<file path="src/rtl/apb_req_pkg.sv">
package apb_req_pkg;
  typedef enum logic [1:0] {
    PH_IDLE   = 2'd0,
    PH_SETUP  = 2'd1,
    PH_ACCESS = 2'd2
  } apb_phase_e;
endpackage

</file>
<file path="src/rtl/apb_req_seq.sv">
module apb_req_seq
  import apb_req_pkg::*;
(
  input  logic       clk,
  input  logic       rst_n,
  input  logic       cmd_valid,
  input  logic       pready,
  output apb_phase_e phase_q,
  output logic       cmd_ready,
  output logic       accept,
  output logic       done
);
  apb_phase_e phase_d;

  always_comb begin
    done      = (phase_q == PH_ACCESS) && pready;
    cmd_ready = (phase_q == PH_IDLE) || done;
    accept    = cmd_valid && cmd_ready;
    case (phase_q)
      PH_IDLE:   phase_d = accept ? PH_SETUP : PH_IDLE;
      PH_SETUP:  phase_d = PH_ACCESS;
      PH_ACCESS: phase_d = done ? (accept ? PH_SETUP : PH_IDLE) : PH_ACCESS;
      default:   phase_d = PH_IDLE;
    endcase
  end

  always_ff @(posedge clk or negedge rst_n) begin
    if (!rst_n) phase_q <= PH_IDLE;
    else        phase_q <= phase_d;
  end
endmodule

</file>
<file path="src/rtl/apb_req_launch.sv">
module apb_req_launch #(
  parameter int ADDR_W = 16,
  parameter int DATA_W = 32
) (
  input  logic              clk,
  input  logic              rst_n,
  input  logic              load,
  input  logic [ADDR_W-1:0] cmd_addr,
  input  logic [DATA_W-1:0] cmd_wdata,
  input  logic              cmd_write,
  output logic [ADDR_W-1:0] paddr,
  output logic              pwrite,
  output logic [DATA_W-1:0] pwdata
);
  localparam logic [DATA_W-1:0] ZERO_W = '0;

  logic [DATA_W-1:0] wdata_d;

  always_comb wdata_d = cmd_write ? cmd_wdata : ZERO_W;

  always_ff @(posedge clk or negedge rst_n) begin
    if (!rst_n) begin
      paddr  <= '0;
      pwrite <= 1'b0;
      pwdata <= '0;
    end else if (load) begin
      paddr  <= cmd_addr;
      pwrite <= cmd_write;
      pwdata <= wdata_d;
    end
  end
endmodule

</file>
<file path="src/rtl/apb_req_rsp.sv">
module apb_req_rsp #(
  parameter int DATA_W = 32
) (
  input  logic              clk,
  input  logic              rst_n,
  input  logic              done,
  input  logic              pwrite,
  input  logic [DATA_W-1:0] prdata,
  input  logic              pslverr,
  output logic              rsp_valid,
  output logic [DATA_W-1:0] rsp_rdata,
  output logic              rsp_err
);
  localparam logic [DATA_W-1:0] ZERO_R = '0;

  logic [DATA_W-1:0] rdata_d;

  always_comb rdata_d = pwrite ? ZERO_R : prdata;

  always_ff @(posedge clk or negedge rst_n) begin
    if (!rst_n) rsp_valid <= 1'b0;
    else        rsp_valid <= done;
  end

  always_ff @(posedge clk or negedge rst_n) begin
    if (!rst_n) begin
      rsp_rdata <= '0;
      rsp_err   <= 1'b0;
    end else if (done) begin
      rsp_rdata <= rdata_d;
      rsp_err   <= pslverr;
    end
  end
endmodule

</file>
<file path="src/rtl/apb_req_bridge.sv">
module apb_req_bridge
  import apb_req_pkg::*;
#(
  parameter int ADDR_W = 16,
  parameter int DATA_W = 32
) (
  input  logic              clk,
  input  logic              rst_n,
  input  logic              cmd_valid,
  output logic              cmd_ready,
  input  logic [ADDR_W-1:0] cmd_addr,
  input  logic [DATA_W-1:0] cmd_wdata,
  input  logic              cmd_write,
  output logic              rsp_valid,
  output logic [DATA_W-1:0] rsp_rdata,
  output logic              rsp_err,
  output logic              psel,
  output logic              penable,
  output logic [ADDR_W-1:0] paddr,
  output logic              pwrite,
  output logic [DATA_W-1:0] pwdata,
  input  logic              pready,
  input  logic [DATA_W-1:0] prdata,
  input  logic              pslverr
);
  apb_phase_e phase_q;
  logic       accept;
  logic       done;

  apb_req_seq seq_i (
    .clk       (clk),
    .rst_n     (rst_n),
    .cmd_valid (cmd_valid),
    .pready    (pready),
    .phase_q   (phase_q),
    .cmd_ready (cmd_ready),
    .accept    (accept),
    .done      (done)
  );

  apb_req_launch #(.ADDR_W(ADDR_W), .DATA_W(DATA_W)) launch_i (
    .clk       (clk),
    .rst_n     (rst_n),
    .load      (accept),
    .cmd_addr  (cmd_addr),
    .cmd_wdata (cmd_wdata),
    .cmd_write (cmd_write),
    .paddr     (paddr),
    .pwrite    (pwrite),
    .pwdata    (pwdata)
  );

  apb_req_rsp #(.DATA_W(DATA_W)) rsp_i (
    .clk       (clk),
    .rst_n     (rst_n),
    .done      (done),
    .pwrite    (pwrite),
    .prdata    (prdata),
    .pslverr   (pslverr),
    .rsp_valid (rsp_valid),
    .rsp_rdata (rsp_rdata),
    .rsp_err   (rsp_err)
  );

  always_comb begin
    psel    = (phase_q != PH_IDLE);
    penable = (phase_q == PH_ACCESS);
  end
endmodule

</file>
<file path="config.mk">
export PLATFORM = sky130hd
export DESIGN_NAME = apb_req_bridge
export DESIGN_NICKNAME = d
export VERILOG_FILES = /design/src/rtl/apb_req_pkg.sv /design/src/rtl/apb_req_seq.sv /design/src/rtl/apb_req_launch.sv /design/src/rtl/apb_req_rsp.sv /design/src/rtl/apb_req_bridge.sv
export SDC_FILE = /design/constraint.sdc
export NUM_CORES = 1
export LEC_CHECK = 0
export ABC_CLOCK_PERIOD_IN_PS = 4300
export CELL_PAD_IN_SITES_DETAIL_PLACEMENT = 0
export CELL_PAD_IN_SITES_GLOBAL_PLACEMENT = 1
export CORE_AREA = 2 2 108 110
export DETAILED_ROUTE_END_ITERATION = 7
export DIE_AREA = 0 0 110 112
export PLACE_DENSITY_LB_ADDON = 0.1
export SLEW_MARGIN = 10
export SYNTH_ARGS = -nofsm -noshare
export SYNTH_HDL_FRONTEND = slang
export SYNTH_SLANG_ARGS = --single-unit
</file>
<file path="constraint.sdc">
create_clock -name clk -period 4.3 [get_ports clk]
set_input_delay 0.86 -clock clk [delete_from_list [all_inputs] [get_ports clk]]
set_output_delay 0.86 -clock clk [all_outputs]
set_load 0.02 [all_outputs]
</file>
=== Word-level counts from Yosys, hierarchy flattened ===
Cells that the tools add are included.

* Bits in registers: 85
* Output and inout port bits: 86
* Logic and storage cells: 19

* Equality and inequality tests: 2
* Mux-type cells: 5
* Reductions and logical operators: 5

{| class="wikitable"
|+ Operator list
! cell !! count
|-
| 2-to-1 mux 32 bit || 2
|-
| case mux 2 bit (3 select lines) || 1
|-
| == test 2 x 1 -> 1 bit (second input constant) || 1
|-
| == test 2 bit (second input constant) || 1
|-
| logical AND 1 bit || 2
|-
| zero test 2 bit || 1
|-
| 2-to-1 mux 2 bit || 1
|-
| nonzero test 2 bit || 1
|-
| logical OR 1 bit || 1
|-
| 2-to-1 mux 1 bit || 1
|}

=== Depth between registers and ports, before layout ===
Gate-level depths: netlist of the first run.

* Depth in word-level cells: 7
* Gate-level depth with buffers: 5

=== Modules after synthesis ===
From an unflattened synthesis of the first run, not the netlist that was laid out.

* Cell total of the unflattened synthesis: 328
* Area total of the unflattened synthesis: 3597.2 um2

{| class="wikitable"
|+ By module, submodules not included
! module !! instances !! cells each !! area an instance (um2)
|-
| apb_req_launch || 1 || 175 || 1999.4
|-
| apb_req_rsp || 1 || 141 || 1480.2
|-
| apb_req_seq || 1 || 10 || 105.1
|-
| apb_req_bridge || 1 || 2 || 12.5
|}

=== Worst setup path before layout of the first run ===
No wires, ideal clock.

* Kind: in2out
* From: input port pready
* To: output port cmd_ready
* Arrival time: 1166 ps
* Path slack: 2274 ps
* Stages on the path: 2
* Path buffers: 0
* Cells stage by stage: nor2b_4 -> nor2_1

* Longest elaborated chain between the ends: 2

{| class="wikitable"
|+ RTL lines
! element !! RTL line !! RTL
|-
| from (decl) || apb_req_bridge.sv:22 || <nowiki>input logic pready,</nowiki>
|-
| logical AND 1 bit || apb_req_seq.sv:16 || <nowiki>done = (phase_q == PH_ACCESS) && pready;</nowiki>
|-
| logical OR 1 bit || apb_req_seq.sv:17 || <nowiki>cmd_ready = (phase_q == PH_IDLE) || done;</nowiki>
|-
| to (decl) || apb_req_bridge.sv:10 || <nowiki>output logic cmd_ready,</nowiki>
|}

Every way passes these cells.

=== Worst setup path in the final report of the first run ===
Ends and elaborated chain as after synthesis.

==> metrics.csv, run 1 <==
stage;metric;value;unit
clocking;cts_tree;done;
placement;io_buffers;171;
placement;place_ws;1260;ps
critical_path;critPathMaxFanout;3;
synthesis;syn_nets;410;
floorplanning;ios;172;
critical_path;r2r_start;seq_i.phase_q[0];
timing;worstMarginPinSlew;903;ps
job;cap_violations;0;
synthesis;synth_compound_area_share;4.43;%
clocking;cts-root-buf;clkbuf_16;
floorplanning;num_rows;39;
cells_and_area;layout-drive-gt1-share;8.48;%
critical_path;endpoint_kind;output port;
power;peakVddDrop;0.229;mV
synthesis;synth_top_cell_by_area;dfrtp_1;
floorplanning;die_height;112;um
clocking;clkTransAtPathRegs;60;ps
timing;min_period_over_period;70.6;%
critical_path;critPathKind;in -> out;
floorplanning;dieArea;0.0123;mm^2
critical_path;slowest_stage;clkdlybuf4s50_1;
timing;fmax;329;MHz
hold_path;hp-class;in -> async;
clocking;clockBufferDepth;2;
placement;dpl_cell_area;0.00544;mm^2
critical_path;crit_path_start_kind;input port;
grt;grt_max_degree;86;
critical_path;worstPathRequired;3440;ps
clocking;cts_setup_buffers;0;
grt;antenna_found_initial;0;
synthesis;synth_area_per_cell;11.2;um^2
cells_and_area;antenna_cells;0;
placement;hpwl;5.86;mm
synthesis;yosys.area_share.adder;0;%
placement;routabilityCongestion;0.744;
power;power;3.06;mW
grt;grt_pass1_wl;13.9;mm
clocking;cts_resized;0;
clocking;cts_buffers;9;
floorplanning;start_util;32.4;%
grt;track_usage;14.5;%
timing;setup_violations;0;
floorplanning;die_x;110;um
timing;fin_crit;3040;ps
route;detail_route.first_pass.iterations;4;
cells_and_area;final_util;51.4;%
critical_path;critPathMaxStageDelay;600;ps
cells_and_area;syn2layout_area_growth;58.9;%
timing;rsz0062_at_grt;false;
timing;tns;0;ps
cells_and_area;fin_nets;577;
power;leakage;2.55;nW
critical_path;r2r_slack;2560;ps
synthesis;synthesis.area;0.00362;mm^2
synthesis;synth_top_family_by_area;multiplexers;
critical_path;cp.arrival;2180;ps
grt;grt_pass1_vias;2772;
synthesis;synthTopCellsByArea;dfrtp_1 (59%), mux2i_1 (8.9%), mux2_4 (7.1%);
cells_and_area;fin_area;0.00575;mm^2
timing;slew_violations;0;
synthesis;synth-edff-count;0;
synthesis;synth_async_sr_flop_share;100;%
timing;finalHoldViolCount;0;
synthesis;yosys_most_used_dff;dfrtp_1;
synthesis;synth-seq-area-share;58.8;%
cells_and_area;layout_common_cells;clkdlybuf4s50_1 (170), dfrtp_1 (85), nand2_1 (64);
synthesis;synthXorXnorAreaFrac;0;%
route;viasPerCell;4.24;
clocking;h-tree-depth;3;
synthesis;syn_inst;324;
clocking;cts-hold-fix-buffers;0;
route;route.detailed.drc;0;
synthesis;synth_top_area_share;58.8;%
synthesis;yosys_warnings;0;
route;vias;2705;
critical_path;critPathMostFrequentCell;clkdlybuf4s50_1;
floorplanning;core_area;0.0112;mm^2
synthesis;synth_cell_types;19;
critical_path;r2r_end;rsp_i.rsp_err;
timing;fin_ws;1260;ps
critical_path;worstPathCellList;clkdlybuf4s50_1, nor2b_4, nor2_1, clkdlybuf4s50_1;
grt;overflow;0;
clocking;clock_latency;320;ps
cells_and_area;final_common_cell;clkdlybuf4s50_1;
route;routedWlPerCell;13.6;um
timing;fin_skew;4.43;ps
clocking;clock_sinks;85;
status;status;completed;
critical_path;rr_worst_depth;3;
synthesis;muxShareOfSynthArea;16.5;%
timing;max_slew_margin;39.8;%
synthesis;synth_seq_cells;85;
route;detail-route-antenna-nets;0;
route;routed_wl;8.66;mm
power;p_per_area;532;mW/mm^2
synthesis;synth-simple-area-share;13.7;%
route;drtIter0Drc;109;
[Yosys cell counts (2+ instances only)]
cell      instances
o21ai_0          32
nor2_1            2
mux2_4           17
buf_2             5
buf_6             3
dfrtp_1          85
nand2b_1         32
mux2_2            2
inv_1            33
buf_4             3
nand2_1          64
mux2i_1          32
clkbuf_1          8
[where the power goes]
group	total (mW)	internal [mW]	switching, mW
Combinational	1.17	0.619	0.552
Clock	0.737	0.444	0.294
Sequential	1.15	1.02	0.133
[state kept, by name (all words and copies together) (netlist names)]
signal           cells
launch_i.paddr      16
launch_i.pwdata     32
launch_i.pwrite      1
rsp_i.rsp_err        1
rsp_i.rsp_rdata     32
rsp_i.rsp_valid      1
seq_i.phase_q        2
[routing by layer]
metal | GRT usage, % | part of all wire, % | vias to the layer above | routed length [um]
met5 | 0 | 0 | - | 0
met4 | 4.73 | 1.3 | 0 | 109
met3 | 5.68 | 8.3 | 7 | 723
met2 | 21.9 | 45 | 96 | 3930
met1 | 19.0 | 45 | 1248 | 3900
li1 | - | - | 1354 | -
[per-stage QoR]
stage	hold slack, ps	std cells
after floorplan	550	324
after global placement	463	622
after detailed placement	471	622
after CTS	485	637
after global routing	446	638
final	433	638
[worst max path at each step]
stage	startpoint	end	slack, ps	cells after the start
floorplan	pready	cmd_ready	2270	2
global route	pready	cmd_ready	1220	4
global placement	pready	cmd_ready	1270	4
detailed placement	pready	cmd_ready	1260	4
CTS	pready	cmd_ready	1260	4
finish	pready	cmd_ready	1260	4
[area by class of cell]
cell class                 count  area, um^2
sequential                    85        2130
multi-input combinational    186        1260
clock inverter                 5        52.6
timing repair buffer         176        1780
inverter                      33         124
tap                          143         179
fill                        1046        5430
clock buffer                  10         229
[critical path: cells and delay by family]
kind	cells	cell delay, ps
buf+inv	2	1150
simple gates	2	160
[kinds of logic after synthesis]
| logic type | Yosys count |
|---|---|
| DFF | 85 |
| buffers and inverters | 53 |
| muxes | 51 |
| and+or+nand+nor | 103 |
| AOI/OAI and AO/OA | 32 |
Note: power is estimated with default switching activity, not from simulation.
==> run 2, diff against run 1 <==
Settings changed: ABC_CLOCK_PERIOD_IN_PS 4300 to 2530, CORE_AREA 2 2 108 110 to 2 2 119 121, DIE_AREA 0 0 110 112 to 0 0 121 123.
Clock period 4.3 ns to 2.53 ns, I/O delays scaled along.
==> metrics.csv, run 2 (synthesized netlist as in run 1, its figures left out) <==
stage;metric;value;unit;change
status;status;completed;;
grt;grt_pass1_vias;2922;;+5.4%
critical_path;cp-startpoint;pready;;
clocking;clkTransAtPathRegs;60;ps;about the same
clocking;h-tree-depth;3;;unchanged
placement;routabilityCongestion;0.721;;-3.1%
route;vias;2787;;+3.0%
cells_and_area;n_fill_cell;1349;;+29%
timing;tns;0;ps;unchanged
route;detail-route-antenna-nets;0;;unchanged
floorplanning;start_util;26.6;%;-5.8 points
route;routedWlPerCell;14.4;um;+5.7%
route;m1WireLength;4.29;mm;+10%
route;wl_met3;707;um;-2.2%
floorplanning;die_x;121;um;+10%
timing;fin_ws;204;ps;-1060 ps
clocking;clock_sinks;85;;unchanged
route;detail_route.first_pass.iterations;4;;unchanged
cells_and_area;layout_common_cells;clkdlybuf4s50_1 (170), dfrtp_1 (85), nand2_1 (64);;
critical_path;critPathKind;in -> out;;
grt;overflow;0;;unchanged
power;combPwrFrac;38.8;%;+0.5 points
placement;io_buffers;171;;unchanged
hold_path;hp-class;in -> async;;
critical_path;r2r_end;launch_i.paddr[13];;
critical_path;slowest_stage;clkdlybuf4s50_1;;
clocking;cts-hold-fix-buffers;0;;unchanged
clocking;clockBufferDepth;2;;unchanged
grt;grt_max_degree;51;;-41%
clocking;cts-root-buf;clkbuf_16;;
clocking;clock_latency;340;ps;+20 ps
job;cap_violations;0;;unchanged
route;wl_met2;4.63;mm;+18%
timing;min_period_over_period;91.9;%;
timing;finalHoldViolCount;0;;unchanged
power;peakVddDrop;0.256;mV;+12%
route;route.detailed.drc;0;;unchanged
critical_path;crit_path_start_kind;input port;;
critical_path;cp.arrival;1820;ps;-360 ps
critical_path;rr_worst_depth;4;;+1
clocking;cts_buffers;9;;unchanged
floorplanning;die_height;123;um;+9.8%
grt;track_usage;13.3;%;-1.2 points
timing;setup_violations;0;;unchanged
cells_and_area;syn2layout_area_growth;61.9;%;
floorplanning;ios;172;;unchanged
critical_path;critPathMaxStageDelay;610;ps;about the same
critical_path;worstPathRequired;2020;ps;-1420 ps
route;drtIter0Drc;76;;-30%
timing;fin_crit;2330;ps;
route;top_layer;met4;;
power;swShare;32.4;%;+0.39 points
power;leakage;2.59;nW;+1.4%
floorplanning;num_rows;43;;+10%
timing;slew_violations;0;;unchanged
cells_and_area;fin_nets;583;;+1.0%
critical_path;critPathMaxFanout;3;;unchanged
power;p_per_area;905;mW/mm^2;+70%
clocking;cts_resized;0;;unchanged
critical_path;critPathMostFrequentCell;clkdlybuf4s50_1;;
grt;antenna_found_initial;0;;unchanged
critical_path;endpoint_kind;output port;;
critical_path;r2r_start;seq_i.phase_q[1];;
timing;rsz0062_at_grt;false;;
clocking;cts_tree;done;;
power;p_int;3.59;mW;+72%
placement;place_ws;193;ps;-1070 ps
critical_path;r2r_slack;890;ps;-1670 ps
timing;max_slew_margin;64.2;%;+24 points
cells_and_area;antenna_cells;0;;unchanged
cells_and_area;top_regs;launch_i.pwdata (32), rsp_i.rsp_rdata (32), launch_i.paddr (16);;
route;viasPerCell;4.09;;-3.6%
power;p_switching;1.72;mW;+76%
cells_and_area;layout-drive-gt1-share;9.56;%;+1.1 points
power;p_seq_share;36.4;%;-1.2 points
cells_and_area;final_util;43.0;%;-8.4 points
route;routed_wl;9.79;mm;+13%
floorplanning;dieArea;0.0149;mm^2;+21%
critical_path;worstPathCellList;clkdlybuf4s50_1, nor2b_4, nor2_1, clkdlybuf4s50_1;;
timing;fin_skew;5.65;ps;+1.22 ps
timing;fmax;430;MHz;
grt;grt_pass1_wl;15.0;mm;+7.6%
placement;hpwl;6.91;mm;+18%
floorplanning;core_area;0.0136;mm^2;+22%
timing;worstMarginPinSlew;535;ps;-368 ps
cells_and_area;final_common_cell;clkdlybuf4s50_1;;
clocking;cts_setup_buffers;0;;unchanged
power;clockPowerShare;24.8;%;+0.7 points
==> run 2: changes by cell type in the layout (fill, tap and decap cells not counted), sizes merged <==
cell,change
buf,+6
clkbuf,+2
clkinv,-1
==> run 2: worst max-delay path, delay by kind of cell <==
family / cells / cell delay [ps]
buffers and inverters: 2 / 1160
and+or+nand+nor: 2 / 160
==> run 2: worst max-delay path by stage <==
stage / to / slack, ps / cells past startpoint
CTS: cmd_ready / 190 / 4
global placement: cmd_ready / 200 / 4
global route: cmd_ready / 160 / 4
floorplan: launch_i.paddr[10] / 1130 / 5
finish: cmd_ready / 200 / 4
detailed placement: cmd_ready / 190 / 4
==> run 2: final cells by class <==
type,count,area (um^2),share of cell area [%]
Clock buffer,12,246,4.21
Timing Repair Buffer,182,1830,31.2
Multi-Input combinational cell,186,1260,21.5
Tap cell,180,225,3.84
Clock inverter,4,47.5,0.812
Sequential cell,85,2130,36.3
Inverter,33,124,2.11
==> run 2: metrics by stage <==
step                area (um^2)  hold WS [ps]  cells  total power, mW
finish                     5860           137    682             5.30
global route               5860           180    682             5.61
CTS                        5860           153    682             5.41
detailed placement         5560           469    666             4.04
global placement           5560           463    666             4.02
floorplan                  3620           210    324             2.94
==> run 2: power groups by stage <==
stage / combinational [mW] / sequential (mW) / clock, mW
after floorplan: 0.540 / 2.40 / 0
after global placement: 2.08 / 1.95 / 0
after detailed placement: 2.09 / 1.95 / 0
after CTS: 2.10 / 1.93 / 1.38
after global routing: 2.20 / 1.98 / 1.43
final: 2.06 / 1.93 / 1.32
==> run 2: routing by layer <==
metal	vias up	GRT usage [%]
met2	94	21.7
li1	1369	-
met3	10	3.97
met1	1314	16.2
met5	-	0
met4	0	6.10
